===== src/rtl/atom_pkg.sv =====
package atom_pkg;
  typedef enum logic [2:0] {
    OP_ADD, OP_OR, OP_AND, OP_XOR, OP_XCHG, OP_CMPX
  } atom_op_e;

  typedef enum logic [2:0] {
    ST_IDLE, ST_READ, ST_CALC, ST_WRITE, ST_DONE
  } atom_state_e;

  localparam logic [1:0] SZ_WORD  = 2'b00;
  localparam logic [1:0] SZ_DWORD = 2'b11;
endpackage


===== src/rtl/atom_decode.sv =====
module atom_decode
  import atom_pkg::*;
#(
  parameter int IMM_W = 32
) (
  input  logic [IMM_W-1:0] imm,
  input  logic [1:0]       size,
  output atom_op_e         op,
  output logic             fetch,
  output logic             dword,
  output logic             bad
);
  localparam logic [IMM_W-1:0] C_ADD = IMM_W'(8'h00);
  localparam logic [IMM_W-1:0] C_OR  = IMM_W'(8'h40);
  localparam logic [IMM_W-1:0] C_AND = IMM_W'(8'h50);
  localparam logic [IMM_W-1:0] C_XOR = IMM_W'(8'hA0);
  localparam logic [IMM_W-1:0] C_XCH = IMM_W'(8'hE1);
  localparam logic [IMM_W-1:0] C_CMP = IMM_W'(8'hF1);
  localparam logic [IMM_W-1:0] C_FET = IMM_W'(8'h01);

  logic imm_ok;

  always_comb begin
    op     = OP_ADD;
    imm_ok = 1'b1;
    case (imm)
      C_ADD, C_ADD | C_FET: op = OP_ADD;
      C_OR,  C_OR  | C_FET: op = OP_OR;
      C_AND, C_AND | C_FET: op = OP_AND;
      C_XOR, C_XOR | C_FET: op = OP_XOR;
      C_XCH:                op = OP_XCHG;
      C_CMP:                op = OP_CMPX;
      default:              imm_ok = 1'b0;
    endcase
  end

  assign fetch = imm[0];
  assign dword = (size == SZ_DWORD);
  assign bad   = !imm_ok || !((size == SZ_WORD) || (size == SZ_DWORD));
endmodule


===== src/rtl/atom_alu.sv =====
module atom_alu
  import atom_pkg::*;
#(
  parameter int DATA_W = 64
) (
  input  atom_op_e          op,
  input  logic              dword,
  input  logic [DATA_W-1:0] mem_old,
  input  logic [DATA_W-1:0] src,
  input  logic [DATA_W-1:0] r0,
  output logic [DATA_W-1:0] old_val,
  output logic [DATA_W-1:0] new_val,
  output logic              cmp_ok
);
  localparam int HALF_W = DATA_W / 2;

  logic [DATA_W-1:0] mask, o, s, r, raw;

  assign mask = dword ? {DATA_W{1'b1}} : {{HALF_W{1'b0}}, {HALF_W{1'b1}}};
  assign o = mem_old & mask;
  assign s = src & mask;
  assign r = r0 & mask;
  assign cmp_ok = (o == r);

  always_comb begin
    case (op)
      OP_ADD:  raw = o + s;
      OP_OR:   raw = o | s;
      OP_AND:  raw = o & s;
      OP_XOR:  raw = o ^ s;
      OP_XCHG: raw = s;
      OP_CMPX: raw = cmp_ok ? s : o;
      default: raw = o;
    endcase
  end

  assign new_val = raw & mask;
  assign old_val = o;

  always_comb begin
    if (!dword) begin
      assert_word_upper_zero_R3: assert (new_val[DATA_W-1:HALF_W] == '0 && old_val[DATA_W-1:HALF_W] == '0);
    end
  end
endmodule


===== src/rtl/atomic_rmw_unit.sv =====
module atomic_rmw_unit
  import atom_pkg::*;
#(
  parameter int DATA_W = 64,
  parameter int ADDR_W = 64,
  parameter int OFF_W  = 16,
  parameter int IMM_W  = 32
) (
  input  logic              clk,
  input  logic              rst_n,
  input  logic              req_valid,
  output logic              req_ready,
  input  logic [ADDR_W-1:0] req_base,
  input  logic [OFF_W-1:0]  req_offset,
  input  logic [DATA_W-1:0] req_src,
  input  logic [DATA_W-1:0] req_r0,
  input  logic [1:0]        req_size,
  input  logic [IMM_W-1:0]  req_imm,
  output logic              mem_en,
  output logic              mem_we,
  output logic              mem_dword,
  output logic [ADDR_W-1:0] mem_addr,
  output logic [DATA_W-1:0] mem_wdata,
  input  logic [DATA_W-1:0] mem_rdata,
  output logic              mem_lock,
  output logic              done,
  output logic              err,
  output logic              src_we,
  output logic [DATA_W-1:0] src_val,
  output logic              r0_we,
  output logic [DATA_W-1:0] r0_val
);
  localparam int EXT_W = ADDR_W - OFF_W;

  atom_state_e       state;
  atom_op_e          dec_op, op_q;
  logic              dec_fetch, dec_dword, dec_bad;
  logic              fetch_q, dword_q, err_q;
  logic [ADDR_W-1:0] addr_q;
  logic [DATA_W-1:0] src_q, r0_q, old_q, new_q;
  logic [DATA_W-1:0] alu_old, alu_new;
  logic              alu_cmp;
  logic              accept;

  atom_decode #(.IMM_W(IMM_W)) u_dec (
    .imm(req_imm), .size(req_size),
    .op(dec_op), .fetch(dec_fetch), .dword(dec_dword), .bad(dec_bad)
  );

  atom_alu #(.DATA_W(DATA_W)) u_alu (
    .op(op_q), .dword(dword_q), .mem_old(mem_rdata), .src(src_q), .r0(r0_q),
    .old_val(alu_old), .new_val(alu_new), .cmp_ok(alu_cmp)
  );

  assign req_ready = (state == ST_IDLE);
  assign accept    = req_valid && req_ready;

  always_ff @(posedge clk) begin
    if (!rst_n) begin
      state   <= ST_IDLE;
      op_q    <= OP_ADD;
      fetch_q <= 1'b0;
      dword_q <= 1'b0;
      err_q   <= 1'b0;
      addr_q  <= '0;
      src_q   <= '0;
      r0_q    <= '0;
      old_q   <= '0;
      new_q   <= '0;
    end else begin
      case (state)
        ST_IDLE: if (accept) begin
          op_q    <= dec_op;
          fetch_q <= dec_fetch;
          dword_q <= dec_dword;
          err_q   <= dec_bad;
          addr_q  <= req_base + {{EXT_W{req_offset[OFF_W-1]}}, req_offset};
          src_q   <= req_src;
          r0_q    <= req_r0;
          state   <= dec_bad ? ST_DONE : ST_READ;
        end
        ST_READ: state <= ST_CALC;
        ST_CALC: begin
          old_q <= alu_old;
          new_q <= alu_new;
          state <= (op_q == OP_CMPX && !alu_cmp) ? ST_DONE : ST_WRITE;
        end
        ST_WRITE: state <= ST_DONE;
        ST_DONE:  state <= ST_IDLE;
        default:  state <= ST_IDLE;
      endcase
    end
  end

  assign mem_en    = (state == ST_READ) || (state == ST_WRITE);
  assign mem_we    = (state == ST_WRITE);
  assign mem_dword = dword_q;
  assign mem_addr  = addr_q;
  assign mem_wdata = new_q;
  assign mem_lock  = (state == ST_READ) || (state == ST_CALC) || (state == ST_WRITE);

  assign done    = (state == ST_DONE);
  assign err     = done && err_q;
  assign src_we  = done && !err_q && fetch_q && (op_q != OP_CMPX);
  assign r0_we   = done && !err_q && (op_q == OP_CMPX);
  assign src_val = old_q;
  assign r0_val  = old_q;

  assert_ready_drops_R1: assert property (@(posedge clk) disable iff (!rst_n)
    (req_valid && req_ready) |=> !req_ready);
  assert_lock_covers_access_R9: assert property (@(posedge clk) disable iff (!rst_n)
    mem_en |-> mem_lock);
  assert_write_after_locked_read_R9: assert property (@(posedge clk) disable iff (!rst_n)
    (mem_en && mem_we) |-> $past(mem_lock));
  assert_done_single_R10: assert property (@(posedge clk) disable iff (!rst_n)
    done |=> !done);
  assert_err_no_writeback_R8: assert property (@(posedge clk) disable iff (!rst_n)
    err |-> !(src_we || r0_we) && !mem_en);
  assert_addr_stable_in_lock_R2: assert property (@(posedge clk) disable iff (!rst_n)
    (mem_lock && $past(mem_lock)) |-> $stable(mem_addr));
endmodule


===== config.mk =====
export PLATFORM = sky130hd
export DESIGN_NAME = atomic_rmw_unit
export DESIGN_NICKNAME = d
export VERILOG_FILES = /design/src/rtl/atom_pkg.sv /design/src/rtl/atom_decode.sv /design/src/rtl/atom_alu.sv /design/src/rtl/atomic_rmw_unit.sv
export SDC_FILE = /design/constraint.sdc
export NUM_CORES = 1
export LEC_CHECK = 0
export CORE_MARGIN = 1.5
export CORE_UTILIZATION = 35
export CTS_BUF_LIST = sky130_fd_sc_hd__clkbuf_16
export DETAILED_ROUTE_END_ITERATION = 12
export DONT_BUFFER_PORTS = 1
export PLACE_DENSITY_LB_ADDON = 0.2
export SLEW_MARGIN = 15
export SYNTH_ARGS = -nofsm -noshare
export SYNTH_HDL_FRONTEND = slang
export SYNTH_SLANG_ARGS = --single-unit

===== constraint.sdc =====
create_clock -name clk -period 5.05 [get_ports clk]
set_input_delay 0.505 -clock clk [delete_from_list [all_inputs] [get_ports clk]]
set_output_delay 0.505 -clock clk [all_outputs]
set_load 0.005 [all_outputs]

---- After elaboration in Yosys (flattened, before gate mapping) ----
Cells that the tools add are included.
word-level totals
  flip-flop bits (word level) ............. 329
  input bits .............................. 309
  word-level logic and storage cells ...... 75
operators by class
  $add $sub $neg .......................... 2
  eq/ne operators ......................... 22
  multiplexer cells ....................... 9
  bitwise gates (word level) .............. 7
  reductions and logical operators ........ 25
operators with widths
  kind                                             number
  case mux 64 bit (6 select lines)                 1
  bitwise AND 64 bit                               5
  adder 64 bit                                     2
  == test 32 x 7 -> 1 bit (second input constant)  4
  == test 32 x 8 -> 1 bit (second input constant)  4
  two-way mux 64 bit                               2
  == test 64 bit                                   1
  OR 64 bit                                        1
  XOR 64 bit                                       1
  == test 32 x 1 -> 1 bit (second input constant)  1
  logical NOT 32 bit                               1
  case mux 3 bit (5 select lines)                  1
  == test 3 x 2 -> 1 bit (second input constant)   4
  case mux 3 bit (4 select lines)                  1
  OR reduction 10 bit                              1
  == test 3 bit (second input constant)            3
  two-way mux 3 bit                                3
  logical AND 1 bit                                7
  == test 3 x 1 -> 1 bit (second input constant)   2
  logical NOT 3 bit                                2
  OR reduction 2 bit                               3
  logical OR 1 bit                                 5
  logical NOT 1 bit                                4
  != test 3 bit (second input constant)            1
  other kinds (5)                                  5

---- Longest topological paths before layout ----
Gate-level depths: netlist of run 1.
  depth after elaboration ................. 8
  mapped depth ............................ 20
  gate-level depth less buffers ........... 14

---- Cells and area by module ----
A second synthesis of run 1 with hierarchy kept.
unflattened totals
  cell total of the unflattened synthesis .. 3626
  area, all modules ....................... 25165.4 sq um
modules (own cells, without submodules)
  module           instances  cells each  area an instance (sq um)  sequential area each (sq um)
  atomic_rmw_unit  1          2028        15338.5                   6586.3
  atom_alu         1          1570        9628.0                    0.0
  atom_decode      1          28          198.9                     0.0

---- Least setup slack after synthesis of run 1 ----
No wires, ideal clock.
  path kind ............................... register to register
  start ................................... register dword_q, in the netlist mem_dword
  end ..................................... register new_q[62], in the netlist mem_wdata[62]
  library setup time ...................... 0.069 ns
  arrival time ............................ 4.843 ns
  required time ........................... 4.981 ns
  path slack .............................. 0.139 ns
  cell stages (with the launch flop) ...... 19
  buffers on the path ..................... 7
  clock period less this slack ............ 4.911 ns
  path through ............................ dfxtp_1 -> clkbuf_1 -> clkbuf_1 -> clkbuf_1 -> clkbuf_1 -> buf_1 -> buf_1 -> clkbuf_1 -> nand2_1 -> ha_1 -> nand4_1 -> or2_2 -> or4_4 -> o31ai_4 -> a41oi_2 -> o221ai_2 -> nand4_1 -> mux2_1 -> o21ai_1
on the way
  word-level cells in the longest chain between the ends .. 6
ends and longest elaborated chain
  element                                               RTL line               RTL
  start: declaration                                    atomic_rmw_unit.sv:38  logic fetch_q, dword_q, err_q;
  start signal: assignment                              atomic_rmw_unit.sv:75  dword_q <= dec_dword;
  two-way mux 64 bit *                                  atom_alu.sv:19         assign mask = dword ? {DATA_W{1'b1}} : {{HALF_W{1'b0}}, {HALF_W{1'b1}}};
  branches (longest 4 deep; another with adder 64 bit)  --
  bitwise AND 64 bit *                                  atom_alu.sv:37         assign new_val = raw & mask;
  end signal: assignment                                atomic_rmw_unit.sv:85  new_q <= alu_new;
  end: declaration                                      atomic_rmw_unit.sv:40  logic [DATA_W-1:0] src_q, r0_q, old_q, new_q;
Mark *: on every way between the ends.
A chain may end at the register's enable or synchronous reset.

---- Final worst setup path of run 1 ----
  start ................................... register src_q[0]
  end ..................................... register new_q[62], in the netlist mem_wdata[62]
on the way
  word-level cells in the longest chain between the ends .. 4
ends and longest elaborated chain
  element                           RTL line               RTL
  start: declaration                atomic_rmw_unit.sv:40
  start signal: assignment          atomic_rmw_unit.sv:78  src_q <= req_src;
  bitwise AND 64 bit                atom_alu.sv:21         assign s = src & mask;
  adder 64 bit                      atom_alu.sv:27         OP_ADD: raw = o + s;
  case mux 64 bit (6 select lines)  atom_alu.sv:26         case (op)
  bitwise AND 64 bit                atom_alu.sv:37
Every way passes these cells.

==> results.yml, run 1 <==
power:
  power_density_nw_per_um2: 273
  ir_drop_v: 0.000262
  power.leakage_uw: 0.0101
clocking:
  clk_pin_slew_worst_paths_ns: 0.06
  root_buffer: "clkbuf_16"
  cts-buffers-inserted: 42
  insertion_delay_ns: 0.58
  ctsHtreeMaxLevel: 2
  cts_hold_buf: 0
  cts_resized: 0
  cts_buffer_depth: 3
  cts_tree: "done"
  cts_setup_buffers: 0
  clkSinkCount: 329
critical_path:
  cp.arrival_ns: 4.55
  worst-setup-path-type: "flop to flop"
  worstSetupStartpoint: "src_q[0]"
  crit_path_start_kind: "flop"
  reg2reg_from: "src_q[0]"
  critPathRequiredTime_ns: 5.55
  cp_max_fo: 5
  cp-end-kind: "flop"
synth:
  async_reset_ff_share_pct: 0
  synth_edf_count: 0
  synth_cell_types: 79
  syn_avg_cell_area_um2: 7.26
  ys_seq_area_share_pct: 26.9
  ys_seq_elements: 329
  yosysWarnings: 0
  syn_inst: 3374
  syn_nets: 3848
  synth_ff_type: "dfxtp_1"
  synth_area_um2: 24500
worst_hold_path:
  hp-start: "rst_n"
  hp-class: "primary input to flop"
timing:
  rsz0062_at_grt: "no"
  skew_ns: 0.0124
  setup_viol: 0
  max_slew_margin_pct: 38.5
  finalMaxSlewViolations: 0
  period_share_pct: 80.2
  tightest_slew_ns: 0.922
  min_period_ns: 4.05
  hold_violations: 0
  fin_setup_tns_ns: 0
  setup_ws_ns: 0.999
  fmax_mhz: 247
placement:
  port_buffers: 0
  gp_congestion: 0.932
  pre_cts_ws_ns: 0.933
  dpl.hpwl_um: 71300
floorplan:
  row_count: 96
  die_h_um: 268
  start_util_pct: 35.5
  core_area_um2: 68900
  die_w_um: 268
  dieArea_um2: 71600
  pin_count: 574
grt:
  antenna_found_initial: 9
  grt_max_degree: 331
  track_usage_pct: 25.7
  grt_pass1_vias: 22000
  grt_pass1_wl_um: 140000
  overflow: 0
route:
  dr_total_vias: 23300
  drc: 0
  detail-route-antenna-nets: 0
  post_drt_wl_per_cell_um: 23.2
  wl_um: 95800
  first_pass_iters: 6
  viasPerCell: 5.64
  drtIter0Drc: 1816
final_layout:
  syn_to_final_growth_pct: 6.41
  drive_above_1_share_pct: 4.21
  final_nets: 3633
  post-route-util_pct: 37.8
outcome:
  status: "finished clean"
run:
  maxCapViolations: 0
-- placed cells by master, fill, tap and decap left out, types with 30 or more instances in the layout --
cell type,n
inv_1,140
xnor2_1,95
nor2_1,137
a21boi_0,214
a21o_1,70
o21ai_0,252
a21oi_1,241
buf_4,40
nand3_1,62
nand2_1,702
nand4_1,47
ha_1,163
dfxtp_1,327
o211ai_1,36
clkbuf_16,45
a221oi_1,31
a22oi_1,31
xor2_1,86
nor3_1,30
and2_1,46
-- sequential cells by signal (all words and copies together), names as in the netlist --
signal / count
mem_addr: 64
mem_wdata: 64
r0_q: 64
fetch_q: 1
src_q: 64
err_q: 1
state: 3
op_q: 3
mem_dword: 1
r0_val: 64
-- layer usage --
metal  routed length, µm  part of all wire (%)  track usage (%)  vias up
met4                3440                   3.6             9.97        6
li1                    -                     -                -    11300
met3                7700                   8.0             7.02      149
met1               40100                    42             31.7    11000
met2               44500                    46             42.2      761
met5                  44                 0.046                0        -
-- power by group --
group | switching [µW] | leakage (µW) | internal (µW) | total [µW]
sequential | 126 | 0.00268 | 2710 | 2840
combinational | 718 | 0.00678 | 481 | 1200
clock | 1240 | 0.000684 | 1840 | 3080
-- cell usage after synthesis (9+ instances only) --
cell type  instances  area share (%)
o211ai_1          36             1.1
o31ai_1           10            0.31
o221ai_1          13            0.46
nand4_1           47             1.2
a22oi_1           31            0.95
a31oi_1           23            0.59
ha_1             163             8.3
nand2_1          703              11
xnor2_1           95             3.4
and3_1            13            0.33
a21oi_1          242             4.9
o21ai_0          252             5.1
nor3_1            33            0.67
buf_4             64             2.0
nor4_1            25            0.64
a21o_1            70             2.1
xor2_1            86             3.1
a211oi_1          15            0.46
inv_1            134             2.1
or3_1             12            0.31
nand3_1           63             1.3
clkbuf_1         204             3.1
nor2b_1           23            0.59
a221oi_1          31             1.1
a32oi_1            9            0.32
nand2b_1          15            0.38
o22ai_1           20            0.51
and2_1            47             1.2
buf_1             25            0.38
dfxtp_1          329              27
nor2_1           138             2.1
o21bai_1          22            0.67
o21a_1            23            0.71
a21boi_0         214             6.6
-- area by class of cell --
type,instances,area (µm²)
fill,7408,42900
inverter,137,514
tap,931,1160
multi-input combinational,2607,16100
sequential,329,6590
clock inverter,25,240
clock buffer,45,1130
timing repair buffer,42,340
antenna,5,12.5
-- worst paths after layout --
| path | slack [ns] | cells after the start | endpoint |
|---|---|---|---|
| setup / recovery | 1.0 | 14 | mem_wdata[62] |
| hold / removal | 0.07 | 1 | mem_addr[46] |
| hold reg to reg | 0.46 | 2 | src_q[61] |
| setup reg to reg | 1.0 | 14 | mem_wdata[62] |
-- through the flow --
stage | std cells | cell area (µm²) | total power (µW) | hold WS, ns
floorplan | 3374 | 24500 | 3790 | 0.439
global placement | 4046 | 24700 | 4080 | 0.451
detailed placement | 4046 | 24700 | 4080 | 0.458
CTS | 4116 | 26000 | 7200 | 0.0316
global route | 4120 | 26100 | 7450 | 0.0450
finish | 4121 | 26100 | 7120 | 0.0664
-- cell families (layout without fill, tap and decap cells) --
kind of cell	count (synthesis)	count (layout)	synth area share (%)
flops	329	329	26.9
mux	6	6	0.255
xor+xnor	181	181	6.47
fa+ha+maj	168	168	8.61
other cells	0	5	0
compound gates	1102	1102	29.5
simple gates	1150	1150	20.5
buf+inv	438	249	7.76
-- critical path, cell delays in order, from the launching register on --
cell and delay, ns:
dfxtp_1 0.39, ha_1 0.23, inv_1 0.07, fa_1 0.39, nand2b_1 0.19, a21oi_1 0.27
o2111ai_1 0.19, a31oi_1 0.37, o21ai_1 0.33, o31ai_4 0.42, a41oi_2 0.21, o221ai_2 0.33
nand4_1 0.15, mux2_1 0.33, o21ai_1 0.12
No activity file was read; power rests on OpenSTA's default activity.
==> run 2: changes to the inputs <==
Clock period 5.05 ns to 3.54 ns, I/O delays scaled along.
==> run 2 against run 1 <==
Against the previous run: register-to-register slack got worse by 0.86 ns; setup slack lost 0.86 ns; critical path depth up 1; first-iteration DRC count decreased by 1.2%; utilization rose by 5.3 points; combinational power increased by 83%; clock power increased by 44%; total power rose by 50%; sequential share of layout area is 3.1 points lower; worst hold slack worse by 0.026 ns; fmax rose by 19%.
==> results.yml, run 2 (synthesized netlist as in run 1, its figures left out) <==
final_layout:
  final.fill_count: 7146
  instances_no_fill: 4508
  regArea_um2: 6590
  design_area_um2: 29700
  drive_above_1_share_pct: 9.22
  multi_input_area_um2: 16200
  syn_to_final_growth_pct: 21.2
  final_nets: 4008
  layout_commonest_cell: "nand2_1"
  layout_common_cells: "701 x nand2_1, 327 x dfxtp_1, 250 x o21ai_0, 237 x a21oi_1, 214 x a21boi_0"
  post-route-util_pct: 43.1
power:
  power.leakage_uw: 0.0120
  comb_power_share_pct: 20.7
  p_switching_uw: 3280
  sw_frac_of_total_pct: 30.7
  power.share.sequential_pct: 37.8
  pwr-share-clk_pct: 41.5
  finalPower_uw: 10700
  ir_drop_v: 0.000362
  p_int_uw: 7390
  power_density_nw_per_um2: 359
timing:
  setup_viol: 0
  max_slew_margin_pct: 26.2
  finalMaxSlewViolations: 0
  min_period_ns: 3.40
  period_share_pct: 96.1
  fmax_mhz: 294
  hold_violations: 0
  hold_slack_ns: 0.0405
  tightest_slew_ns: 1.11
  rsz0062_at_grt: "yes"
  skew_ns: 0.0287
floorplan:
  start_util_pct: 35.5
  die_h_um: 268
  row_count: 96
  pin_count: 574
  dieArea_um2: 71600
  core_area_um2: 68900
  die_w_um: 268
critical_path:
  cp-end-kind: "flop"
  crit_path_frequent_cell: "buf_4"
  ff2ff_path_depth: 15
  critical-path-max-stage-delay_ns: 0.38
  cp.arrival_ns: 3.89
  critPathRequiredTime_ns: 4.03
  crit_family: "compound AO/OA/AOI/OAI gates"
  worst-setup-path-type: "flop to flop"
  path_cells: "ha_1 > inv_1 > fa_1 > nand2b_1 > a21oi_2 > o2111ai_2 > and2_1 > o31ai_1 > buf_4 > nand4_1 > o311ai_2 > buf_4 > xnor2_1 > a221oi_2 > nor2_1"
  crit_path_top_delay_cell: "fa_1"
  crit_path_start_kind: "flop"
  crit_cells: 15
  cp_num_buf_inv: 3
  cp_max_fo: 5
clocking:
  cts_setup_buffers: 0
  root_buffer: "clkbuf_16"
  clkSinkCount: 329
  ctsHtreeMaxLevel: 2
  cts-buffers-inserted: 43
  cts_tree: "done"
  cts_buffer_depth: 3
  clk_pin_slew_worst_paths_ns: 0.06
  insertion_delay_ns: 0.59
route:
  first_pass_iters: 5
  wl_um: 103000
  dr_total_vias: 25100
  drtIter0Drc: 1795
  drc: 0
  post_drt_wl_per_cell_um: 22.8
  viasPerCell: 5.56
  detail-route-antenna-nets: 0
placement:
  port_buffers: 0
  gp_congestion: 0.931
  dpl_cell_area_um2: 26100
  place_inst: 4210
  dpl.hpwl_um: 74100
grt:
  grt_pass1_vias: 24300
  overflow: 0
  grt_pass1_wl_um: 151000
  track_usage_pct: 27.7
  antenna_found_initial: 14
  grt_max_degree: 263
worst_hold_path:
  holdPathStages: 2
  hp-class: "primary input to flop"
run:
  maxCapViolations: 0
outcome:
  status: "finished clean"
==> run 2: changes by cell type in the layout (fill, tap and decap cells not counted), moves of 5 or more <==
cell	previous run	this run
dlygate4sd3_1	0	208
buf_12	2	14
clkinv_2	2	7
buf_4	40	192
diode_2	5	10
inv_6	1	7
==> run 2: path summary, 6_finish.rpt <==
check | startpoint | end | slack (ns)
setup / recovery | src_q[0] | mem_wdata[44] | 0.14
hold / removal | mem_rdata[4] | mem_wdata[4] | 0.04
setup reg to reg | src_q[0] | mem_wdata[44] | 0.14
hold reg to reg | src_q[60] | src_q[60] | 0.47
==> run 2: power by group through the flow <==
stage	sequential [µW]	combinational [µW]	clock (µW)
3_5_place_dp	4110	1910	0
2_1_floorplan	4040	1380	0
3_3_place_gp	4110	1910	0
4_1_cts	4030	2180	4530
6_report	4030	2200	4430
5_1_grt	4050	2430	4650
==> run 2: timing repair <==
action                                  in CTS  in global routing
hold endpoints to repair                   310                  0
hold buffers                               210                  0
pin swaps                                    0                  3
endpoints found under the setup margin       2                 16
resized for setup                            2                 17
==> run 2: metrics by stage <==
stage | setup WS, ns | TNS (ns)
after floorplan | -0.226 | -0.388
after global placement | -0.108 | -0.280
after detailed placement | -0.170 | -0.417
after CTS | 0.00401 | 0
after global routing | -0.0498 | -0.0593
final | 0.137 | 0
==> run 2: final cells by class <==
cell class                 count  share of cell area (%)
multi-input combinational   2607                    54.5
sequential                   329                    22.2
timing repair buffer         416                    12.9
tap                          931                    3.92
clock buffer                  43                    3.62
inverter                     137                    1.73
clock inverter                35                    1.05
antenna                       10                  0.0843
==> run 2: worst register-to-register path, cell delays in order (launching register included) <==
cell       delay (ns)
dfxtp_1          0.33
ha_1             0.17
inv_1            0.06
fa_1             0.38
nand2b_1         0.18
a21oi_2          0.21
o2111ai_2        0.19
and2_1           0.20
o31ai_1          0.29
buf_4            0.21
nand4_1          0.23
o311ai_2         0.35
buf_4            0.17
xnor2_1          0.09
a221oi_2         0.22
nor2_1           0.06
==> run 2: per-layer routing <==
metal,track usage [%],vias to the layer above,share of wire (%)
met4,8.80,0,3.1
li1,-,12100,-
met5,0,-,0
met1,34.5,11900,42
met3,6.75,156,7.8
met2,46.8,916,47
